--- src/rtl/cdwb_pkg.sv ---
// Package: shared sizing helper for the countdown writeback stage.
// Assumes: latencies are counted in pipeline ticks starting at 0.
package cdwb_pkg;
    // Width of a latency field able to hold 0..max_lat.
    function automatic int lat_width(input int max_lat);
        return (max_lat < 1) ? 1 : $clog2(max_lat + 1);
    endfunction
endpackage

--- src/rtl/cdwb_slots.sv ---
// Module: countdown array of destination masks, one mask per slot.
// Slot 0 is the completing slot. On a tick every slot takes its upper
// neighbour and a new issue ORs into slot `lat`. Without a tick only
// the granted writes are removed from slot 0.
// Assumes: a tick is only given when slot 0 is fully granted.
module cdwb_slots #(
    parameter int NREG    = 8,
    parameter int MAX_LAT = 3,
    parameter int LAT_W   = cdwb_pkg::lat_width(MAX_LAT)
) (
    input  logic             clk,
    input  logic             rst_n,
    input  logic             tick,
    input  logic             acc,
    input  logic [LAT_W-1:0] lat,
    input  logic [NREG-1:0]  dst,
    input  logic [NREG-1:0]  grant,
    output logic [NREG-1:0]  zero_want
);
    localparam int DEPTH = MAX_LAT + 1;

    logic [DEPTH-1:0][NREG-1:0] slot_q;
    logic [DEPTH-1:0][NREG-1:0] slot_d;

    // Next-state of every slot: shift-and-insert on tick, drain slot 0 otherwise.
    always_comb begin
        for (int i = 0; i < DEPTH; i++) begin
            if (tick) begin
                slot_d[i] = (i < DEPTH - 1) ? slot_q[(i < DEPTH - 1) ? i + 1 : i] : '0;
                if (acc && (lat == LAT_W'(i)))
                    slot_d[i] = slot_d[i] | dst;
            end else if (i == 0) begin
                slot_d[i] = slot_q[i] & ~grant;
            end else begin
                slot_d[i] = slot_q[i];
            end
        end
    end

    // Slot register with synchronous reset.
    always_ff @(posedge clk) begin
        if (!rst_n) slot_q <= '0;
        else        slot_q <= slot_d;
    end

    assign zero_want = slot_q[0];

    // a frozen cycle leaves every slot above zero untouched.
    a_r5_freeze_upper: assert property (@(posedge clk) disable iff (!rst_n)
        !tick |=> $stable(slot_q[DEPTH-1:1]));

    // a tick may only drop slot 0 once every wanted write was granted.
    a_r4_tick_only_when_drained: assert property (@(posedge clk) disable iff (!rst_n)
        tick |-> ((slot_q[0] & ~grant) == '0));
endmodule

--- src/rtl/cdwb_arbiter.sv ---
// Module: fixed-priority write-port arbiter.
// Grants up to WPORTS of the wanted registers, lowest index first.
// Assumes: purely combinational; the caller registers the result.
module cdwb_arbiter #(
    parameter int NREG   = 8,
    parameter int WPORTS = 1
) (
    input  logic [NREG-1:0] want,
    output logic [NREG-1:0] grant
);
    // Walk registers from index 0 upward and hand out ports while any remain.
    always_comb begin
        int used;
        used  = 0;
        grant = '0;
        for (int r = 0; r < NREG; r++) begin
            if (want[r] && (used < WPORTS)) begin
                grant[r] = 1'b1;
                used     = used + 1;
            end
        end
    end
endmodule

--- src/rtl/cdwb_scoreboard.sv ---
// Module: pending-write scoreboard.
// Sets the bits of accepted destinations and clears the bits of granted writes.
// Assumes: a new reservation wins over a grant at the same edge.
module cdwb_scoreboard #(
    parameter int NREG = 8
) (
    input  logic            clk,
    input  logic            rst_n,
    input  logic            acc,
    input  logic [NREG-1:0] dst,
    input  logic [NREG-1:0] grant,
    output logic [NREG-1:0] busy
);
    logic [NREG-1:0] busy_q;
    logic [NREG-1:0] set_mask;

    // Destinations reserved this cycle.
    always_comb set_mask = acc ? dst : '0;

    // Scoreboard register: retire grants, then add new reservations.
    always_ff @(posedge clk) begin
        if (!rst_n) busy_q <= '0;
        else        busy_q <= (busy_q & ~grant) | set_mask;
    end

    assign busy = busy_q;

    // every accepted destination is reserved after the edge.
    a_r6_reserve: assert property (@(posedge clk) disable iff (!rst_n)
        acc |=> ((busy_q & $past(dst)) == $past(dst)));

    // a grant without a fresh reservation clears its bit.
    a_r6_retire: assert property (@(posedge clk) disable iff (!rst_n)
        (|(grant & ~set_mask)) |=> ((busy_q & $past(grant & ~set_mask)) == '0));
endmodule

--- src/rtl/cdwb_stage.sv ---
// Module: countdown execute stage with a budgeted register-file writeback.
// Issues enter the countdown array at their latency. Slot 0's wanted
// writes go through the port arbiter, and leftover writes raise stall,
// which freezes the countdown and refuses issues.
// Assumes: upstream holds its request while stall is high.
module cdwb_stage #(
    parameter int NREG    = 8,
    parameter int MAX_LAT = 3,
    parameter int WPORTS  = 1,
    parameter int LAT_W   = cdwb_pkg::lat_width(MAX_LAT)
) (
    input  logic             clk,
    input  logic             rst_n,
    input  logic             iss_valid,
    input  logic [LAT_W-1:0] iss_lat,
    input  logic [NREG-1:0]  iss_dst,
    output logic             stall,
    output logic [NREG-1:0]  wb_mask,
    output logic [NREG-1:0]  busy
);
    logic [NREG-1:0] want;
    logic [NREG-1:0] grant;
    logic            tick;
    logic            acc;

    // Leftover writes after arbitration freeze the pipeline.
    always_comb begin
        stall = |(want & ~grant);
        tick  = !stall;
        acc   = iss_valid && !stall;
    end

    cdwb_slots #(.NREG(NREG), .MAX_LAT(MAX_LAT), .LAT_W(LAT_W)) u_slots (
        .clk(clk), .rst_n(rst_n), .tick(tick), .acc(acc),
        .lat(iss_lat), .dst(iss_dst), .grant(grant), .zero_want(want)
    );

    cdwb_arbiter #(.NREG(NREG), .WPORTS(WPORTS)) u_arb (
        .want(want), .grant(grant)
    );

    cdwb_scoreboard #(.NREG(NREG)) u_sb (
        .clk(clk), .rst_n(rst_n), .acc(acc), .dst(iss_dst),
        .grant(grant), .busy(busy)
    );

    assign wb_mask = grant;

    // the write budget is never exceeded.
    a_r3_port_limit: assert property (@(posedge clk) disable iff (!rst_n)
        $countones(wb_mask) <= WPORTS);

    // the lowest wanted register is always among the grants.
    a_r3_lowest_first: assert property (@(posedge clk) disable iff (!rst_n)
        (|want) |-> ((want & ((wb_mask & (~wb_mask + 1'b1)) - 1'b1)) == '0));

    // a stalled cycle still spends write ports on slot 0.
    a_r4_stall_writes: assert property (@(posedge clk) disable iff (!rst_n)
        stall |-> (wb_mask != '0));

    // an issue during a stall adds no reservation.
    a_r5_ignore_issue: assert property (@(posedge clk) disable iff (!rst_n)
        (stall && iss_valid) |=> ((busy & ~$past(busy)) == '0));
endmodule

--- config.mk ---
export PLATFORM = sky130hd
export DESIGN_NAME = cdwb_stage
export DESIGN_NICKNAME = d
export VERILOG_FILES = /design/src/rtl/cdwb_pkg.sv /design/src/rtl/cdwb_slots.sv /design/src/rtl/cdwb_arbiter.sv /design/src/rtl/cdwb_scoreboard.sv /design/src/rtl/cdwb_stage.sv
export SDC_FILE = /design/constraint.sdc
export NUM_CORES = 1
export LEC_CHECK = 0
export ABC_AREA = 1
export BUFFER_PORTS_ARGS = -buffer_cell sky130_fd_sc_hd__buf_2
export CORE_MARGIN = 2
export CORE_UTILIZATION = 30
export DETAILED_ROUTE_END_ITERATION = 16
export MAX_ROUTING_LAYER = met4
export PLACE_DENSITY = 0.56
export SETUP_SLACK_MARGIN = 0.5
export SLEW_MARGIN = 20
export SYNTH_ARGS = -nofsm -noshare
export SYNTH_HDL_FRONTEND = slang
export SYNTH_SLANG_ARGS = --single-unit
--- constraint.sdc ---
create_clock -name clk -period 4.13 [get_ports clk]
set_input_delay 0.826 -clock clk [delete_from_list [all_inputs] [get_ports clk]]
set_output_delay 0.826 -clock clk [all_outputs]
set_load 0.01 [all_outputs]
==> summary.md, run 1 <==
| Metric | Value |
|---|---|
| Max cap viols | 0 |
| Number of CTS-inserted buffers | 5 |
| Horiz. Die Dim | 87.7 microns |
| Fin nets | 387 |
| Top layer in use | met4 |
| Req. time, crit path | 3.30 ns |
| R2r startpoint | u_slots.zero_want[1]$_SDFF_PN0_ |
| Post-DRT Antenna Nets | 0 |
| Worst Hold Path Cells | 2 |
| Final setup fails | 2 |
| Worst VDD drop | 0.379 mV |
| Final setup TNS | -0.0635 ns |
| Footprint of the multi-input gates | 1540 sq um |
| Met2 WL post-DR | 3340 microns |
| Synth Area in XOR/XNOR | 0% |
| Initial DRC count | 53 |
| Area grow syn2layout | 65.7% |
| WL met3 | 133 microns |
| GRT Resource Usage Total | 16.1% |
| Rows | 30 |
| Final wirelength | 6340 microns |
| Post-synthesis compound-gate area fraction | 20.7% |
| First-pass iteration count of the detailed router | 4 |
| Clk pin slew, worst setup/hold paths | 0.08 ns |
| Max Freq | 0.239 GHz |
| Register-to-register setup slack | 0.11 ns |
| Crit Path Max Fanout | 5 |
| CTS Root Cell | clkbuf_8 |
| Hold Path Sink | u_sb.busy[0]$_SDFF_PN0_ |
| Setup ws final | -0.0462 ns |
| FF+latch count, synth | 40 |
| Initial antenna violation count | 0 |
| CP endpoint kind | output pin |
| Starting Density | 30.9% |
| Via-to-Cell Ratio | 4.65 |
| Worst Skew | 0.00635 ns |
| Ys Warns | 0 |
| Netlist cell types | 35 |
| Via count | 2151 |
| Hold Startpoint | u_sb.busy[0]$_SDFF_PN0_ |
| CTS tree | built |
| Final Cell Area | 3480 sq um |
| Max Root-Sink Buffers | 2 |
| Hold_buf cts | 0 |
| Port Buf Inserts | 29 |
| Synthesized area per cell | 7.45 sq um |
| First-pass GRT wire length | 9520 microns |
| Wl on met1 | 2780 microns |
| Status | finished, violations left |
| Critical path class | reg -> out |
| Multiplexer share of the synthesized area | 0% |
| Core area | 6790 sq um |
| Sequential area share after synthesis | 38.1% |
| Period utilization | 101% |
| Area of the die | 7680 sq um |
| Synth Area in Adders | 4.77% |
| Violated checks | negative setup slack |
| Worst setup SP type | register |
| Min-delay worst type | reg -> reg |
| Largest net degree at the start of global routing | 24 |
| Num ports | 30 |
| Static Leak | 0.00153 uW |
| Residual DRC | 0 |
| Vias in the first global route | 1975 |
| Crit path DAT | 3.35 ns |
| Synth Area in Simple Gates | 26.4% |
| CTS sink count | 40 |
| Max Slew Vio Count | 0 |
| Largest family of logic cells by synthesized area | simple AND/OR/NAND/NOR gates |
| Final Hold Viols | 0 |
| Global route total overflow | 0 |
| Post-route minimum period | 4.18 ns |
| Synthesized area | 2100 sq um |
| Worst r2r path cells | 33 |
| Worst-margin pin slew | 0.909 ns |
| Pwr Density | 860 nW/um^2 |
| Max-Slew Margin vs Limit | 39.3% |
| Worst skew pair latency | 0.29 ns |
| Share of layout cells above drive strength 1 | 52.9% |
| Post-Syn Nets | 303 |
| Sequential cell area | 808 sq um |
| Routed length per instance | 13.7 microns |
| Fill cell count | 609 |
| Placer congestion estimate | 0.822 |
| Area after DPL | 2430 sq um |
| H-tree depth | 2 |
| Hpwl dp | 3750 microns |
| Unrepaired setup endpoints after global routing | yes |
| R2R Path End | u_sb.busy[5]$_SDFF_PN0_ |
| DIE HEIGHT | 87.7 microns |
| Cells after Synth | 282 |
| Ant. Diodes | 0 |
[worst max path at each step]
stage	cells after the start	startpoint	endpoint
2_1_floorplan	22	u_slots.zero_want[0]$_SDFF_PP0_	stall
3_3_place_gp	25	u_slots.zero_want[0]$_SDFF_PP0_	stall
3_5_place_dp	25	u_slots.zero_want[0]$_SDFF_PP0_	stall
4_1_cts	27	u_slots.zero_want[0]$_SDFF_PP0_	wb_mask[7]
5_1_grt	26	u_slots.zero_want[1]$_SDFF_PN0_	stall
6_report	26	u_slots.zero_want[1]$_SDFF_PN0_	stall
[cell type report]
type                            count  share of cell area, %
Clock buffer                        6                   2.37
Inverter                           41                   5.14
Sequential cell                    40                   23.2
Tap cell                           96                   3.45
Timing Repair Buffer               85                   20.8
Timing Repair inverter              1                  0.468
Multi-Input combinational cell    192                   44.3
Clock inverter                      2                  0.288
[synth_stat cells (all sizes together)]
| cell | instances | area share [%] |
|---|---|---|
| o21bai | 2 | 0.71 |
| inv | 39 | 7.0 |
| o21ai | 28 | 6.9 |
| o21a | 1 | 0.36 |
| clkbuf | 4 | 0.71 |
| o311ai | 1 | 0.42 |
| nor3b | 1 | 0.89 |
| buf | 5 | 1.5 |
| nand4 | 6 | 2.1 |
| o31ai | 1 | 0.36 |
| a31oi | 1 | 0.30 |
| a21boi | 1 | 0.36 |
| a21oi | 19 | 4.7 |
| dfxtp | 40 | 38 |
| nand2 | 47 | 11 |
| clkinv | 2 | 0.42 |
| nand3 | 7 | 2.1 |
| a311oi | 16 | 6.7 |
| conb | 2 | 0.36 |
| nor2 | 51 | 10 |
| ha | 8 | 4.8 |
[power by group]
part	leakage [uW]	switching (uW)	internal, uW	total, uW
combinational	0.00115	1080	1090	2180
sequential	0.000329	64.0	481	545
clock	0.0000510	135	133	269
[flip-flops by register name, summed over array words and instances, names as in the netlist]
name	cells
u_slots.slot_q	24
u_sb.busy	8
u_slots.zero_want	8
[logic make-up after synthesis]
kind of cell | count (synthesis)
AOI/OAI and AO/OA | 70
adders and majority gates | 8
buffers and inverters | 50
DFF | 40
other | 2
and+or+nand+nor | 112
[stage by stage]
| stage | std cells | hold WS [ns] | util, % | total power (uW) | setup WS (ns) |
|---|---|---|---|---|---|
| after floorplan | 282 | 0.434 | - | 1420 | 0.648 |
| after detailed placement | 400 | 0.455 | 35.7 | 1640 | 0.0524 |
| after global placement | 400 | 0.451 | 35.7 | 1620 | 0.128 |
| after global routing | 463 | 0.503 | 51.2 | 3210 | -0.253 |
| after CTS | 441 | 0.468 | 42.0 | 2220 | 0.0754 |
| final | 463 | 0.463 | 51.2 | 2990 | -0.0462 |
[metal layers]
metal | global-route usage (%) | up-vias
met5 | - | -
met2 | 26.7 | 27
met4 | 5.59 | 0
li1 | - | 1105
met3 | 2.73 | 7
met1 | 19.8 | 1012
[worst max-delay path, cell delays in order, from the launching register on]
cell      delay, ns
dfxtp_4        0.37
nor2_4         0.04
nand2_2        0.06
inv_2          0.05
ha_4           0.16
nand2_4        0.11
clkinv_4       0.07
nand3_4        0.07
nand2_4        0.07
inv_4          0.06
ha_4           0.14
nand3_4        0.15
o21ai_4        0.24
ha_4           0.18
nand4_1        0.18
nand2_2        0.17
nand2_4        0.09
inv_4          0.06
ha_4           0.14
inv_1          0.04
nand2_1        0.05
nand4_1        0.09
nand2_1        0.10
nand2_2        0.08
nand2_4        0.11
nand2_8        0.06
buf_6          0.12
[timing repair]
| item | in CTS | in global routing |
|---|---|---|
| pin swaps | 17 | 24 |
| endpoints found under the setup margin | 35 | 43 |
| buffers inserted | 33 | 19 |
| resized for setup | 22 | 118 |
| gates cloned | 0 | 3 |
[cells in the final DEF, fill, tap and decap left out, types with 2 or more instances in the layout]
cell type and instances:
nand3_2 3, o21bai_1 2, a311oi_2 16, o21ai_0 4, clkinv_8 2, nand2_2 13, buf_6 25, conb_1 2
nand2_8 2, inv_2 8, a21oi_2 8, ha_1 3, nand4_1 5, nand2_1 23, nor2_4 10, o21ai_2 6
nor2_1 38, o21ai_1 17, nor2_2 2, inv_1 28, buf_2 27, buf_4 29, inv_4 3, nand2_4 9
a21oi_1 11, dfxtp_1 38, nand3_4 3, dfxtp_4 2, clkinv_2 2, ha_4 5, clkbuf_8 6
Note: power is estimated with default switching activity, not from simulation.
==> run 2: changes to the inputs <==
Settings changed: CORE_UTILIZATION 30 to 40, PLACE_DENSITY 0.56 to 0.68.
==> run 2 against run 1 <==
  * The run still ends with negative setup slack left
  * Worst hold slack better by 0.0011 ns
  * Final cell count fell by 8.9%
  * Core utilization up 8.9 points
  * Critical endpoint unchanged
  * Largest power group unchanged
==> summary.md, run 2 (synthesis gave the netlist of run 1 again) <==
| Metric | Value |
|---|---|
| CTS tree | built |
| Unrepaired setup endpoints after global routing | yes |
| Final Hold Viols | 0 (unchanged) |
| Largest net degree at the start of global routing | 24 (unchanged) |
| Num ports | 30 (unchanged) |
| Max Slew Vio Count | 0 (unchanged) |
| Critical path's top delay family | simple AND/OR/NAND/NOR gates |
| Share of layout cells above drive strength 1 | 41.2% (-12 points) |
| Cell repeated most along the worst path | nand2_4 |
| R2R Path End | u_sb.busy[5]$_SDFF_PN0_ |
| Placer congestion estimate | 0.862 (+4.9%) |
| CTS sink count | 40 (unchanged) |
| Area after DPL | 2390 sq um (-1.6%) |
| Vias in the first global route | 1973 (-0.10%) |
| Pwr Density | 805 nW/um^2 (-6.5%) |
| Final wirelength | 5710 microns (-10%) |
| Crit Path Max Fanout | 5 (unchanged) |
| Core area | 5070 sq um (-25%) |
| Period utilization | 101% (about the same) |
| Post-DRT Antenna Nets | 0 (unchanged) |
| DIE HEIGHT | 76.5 microns (-13%) |
| Clk pin slew, worst setup/hold paths | 0.07 ns (about the same) |
| Max Root-Sink Buffers | 2 (unchanged) |
| Rows | 26 (-13%) |
| GRT Resource Usage Total | 19.6% (+3.5 points) |
| Max Freq | 0.239 GHz (about the same) |
| CP endpoint kind | output pin |
| Fin nets | 372 (-3.9%) |
| Initial antenna violation count | 0 (unchanged) |
| Hold Startpoint | u_sb.busy[6]$_SDFF_PN0_ |
| Static Leak | 0.00141 uW (-7.7%) |
| Worst setup SP type | register |
| Most frequent cells in the layout | 44 x nor2_1, 37 x dfxtp_1, 29 x nand2_1 |
| Min-delay worst type | reg -> reg |
| Hold_buf cts | 0 (unchanged) |
| First-pass iteration count of the detailed router | 4 (unchanged) |
| Req. time, crit path | 3.30 ns (about the same) |
| Switch Pwr | 1090 uW (-15%) |
| Most common cell after layout, fill and taps aside | nor2_1 |
| Via count | 2091 (-2.8%) |
| Number of CTS-inserted buffers | 5 (unchanged) |
| Status | finished, violations left |
| Final setup fails | 2 (unchanged) |
| Post-route minimum period | 4.18 ns (+0.00361 ns) |
| Fill cell count | 463 (-24%) |
| Sw Share | 44.3% (+1.4 points) |
| Met3 usage | 4.86% (+2.1 points) |
| Hold Path Sink | u_sb.busy[6]$_SDFF_PN0_ |
| Starting Density | 41.4% (+10 points) |
| First-pass GRT wire length | 9130 microns (-4.1%) |
| Int Pwr | 1370 uW (-20%) |
| Global route total overflow | 0 (unchanged) |
| Max FFs per register | 24 (unchanged) |
| Clock share of power | 10.8% (+1.8 points) |
| Comb pwr share | 67.2% (-5.6 points) |
| Crit path DAT | 3.35 ns (about the same) |
| Worst Hold Path Cells | 2 (unchanged) |
| Final setup TNS | -0.0869 ns (-0.0234 ns) |
| M2 GR Usage | 31.3% (+4.6 points) |
| Port Buf Inserts | 29 (unchanged) |
| Sequential cell area | 810 sq um (+0.15%) |
| Worst-margin pin slew | 0.805 ns (-0.104 ns) |
| Violated checks | negative setup slack |
| Sequential share of power | 21.9% (+3.7 points) |
| Busiest grt layer | met2 |
| Horiz. Die Dim | 76.5 microns (-13%) |
| R2r startpoint | u_slots.zero_want[1]$_SDFF_PN0_ |
| Worst Skew | 0.00403 ns (-0.00232 ns) |
| Area grow syn2layout | 45.2% |
| Via-to-Cell Ratio | 4.95 (+6.7%) |
| Initial DRC count | 61 (+15%) |
| CTS Root Cell | clkbuf_8 |
| Hpwl dp | 3510 microns (-6.3%) |
| Setup ws final | -0.0498 ns (-0.00361 ns) |
| Worst skew pair latency | 0.29 ns (about the same) |
| GRT met1 Usage | 24.3% (+4.5 points) |
| Max cap viols | 0 (unchanged) |
| Area of the die | 5840 sq um (-24%) |
| Worst Path Buf+Inv | 6 (unchanged) |
| H-tree depth | 2 (unchanged) |
| Biggest register | u_slots.slot_q |
| CP max-delay cell | dfxtp_4 |
| Residual DRC | 0 (unchanged) |
| Register-to-register setup slack | 0.17 ns (+0.06 ns) |
| Ant. Diodes | 0 (unchanged) |
| Worst VDD drop | 0.348 mV (-8.2%) |
| Final Cell Area | 3050 sq um (-12%) |
| Footprint of the multi-input gates | 1360 sq um (-12%) |
| Crit-path max cell delay | 0.36 ns (about the same) |
| Critical path class | reg -> out |
| Routed length per instance | 13.5 microns (-1.2%) |
| Max-Slew Margin vs Limit | 46.3% (+6.9 points) |
| Worst r2r path cells | 34 (+3.0%) |
run 2: timing repair:
| action | CTS | global route |
|---|---|---|
| endpoints found under the setup margin | 34 | 43 |
| setup buffers | 36 | 5 |
| gates resized for setup | 28 | 40 |
| endpoints found under the hold margin | 0 | 0 |
| cloned | 0 | 0 |
| pin swaps | 22 | 18 |
run 2: final cells by class:
cell class                 instances  share of cell area [%]
timing repair buffer              71                    17.6
tap                               70                    2.87
inverter                          41                    5.46
clock buffer                       8                    2.95
multi-input combinational        192                    44.6
sequential                        40                    26.5
run 2: tightest hold or removal path: cells and delay by family (launching register included):
family | cells | cell delay (ns)
AND/OR/NAND/NOR | 1 | 0.06
AO/OA/AOI/OAI | 1 | 0.05
flip-flops | 1 | 0.31
run 2: worst max path at each step:
stage	startpoint	end	slack (ns)	depth (start not counted)
after CTS	u_slots.zero_want[0]$_SDFF_PP0_	wb_mask[7]	0.08	27
after global placement	u_slots.zero_want[0]$_SDFF_PP0_	stall	0.14	27
after floorplan	u_slots.zero_want[0]$_SDFF_PP0_	stall	0.65	22
after global routing	u_slots.zero_want[1]$_SDFF_PN0_	stall	-0.24	26
after detailed placement	u_slots.zero_want[0]$_SDFF_PP0_	stall	0.10	27
final	u_slots.zero_want[1]$_SDFF_PN0_	stall	-0.05	26
run 2: layer usage:
metal,vias to the layer above,routed length [microns]
li1,1071,-
met1,962,2640
met2,47,2780
met3,11,222
met4,0,68
met5,-,0
run 2: through the flow:
| stage | setup WS (ns) | power [uW] | util (%) | hold slack, ns | cells |
|---|---|---|---|---|---|
| after detailed placement | 0.102 | 1620 | 47.0 | 0.455 | 373 |
| after global placement | 0.144 | 1600 | 47.0 | 0.451 | 373 |
| after CTS | 0.0787 | 2200 | 56.0 | 0.468 | 417 |
| after floorplan | 0.648 | 1420 | - | 0.434 | 282 |
| final | -0.0498 | 2450 | 60.1 | 0.464 | 422 |
| after global routing | -0.242 | 2650 | 60.1 | 0.481 | 422 |
run 2: power by group through the flow:
stage / combinational, uW / clock [uW] / sequential, uW
after global placement: 1060 / 0 / 537
after floorplan: 877 / 0 / 542
final: 1650 / 266 / 538
after detailed placement: 1080 / 0 / 541
after global routing: 1810 / 293 / 548
after CTS: 1390 / 275 / 533
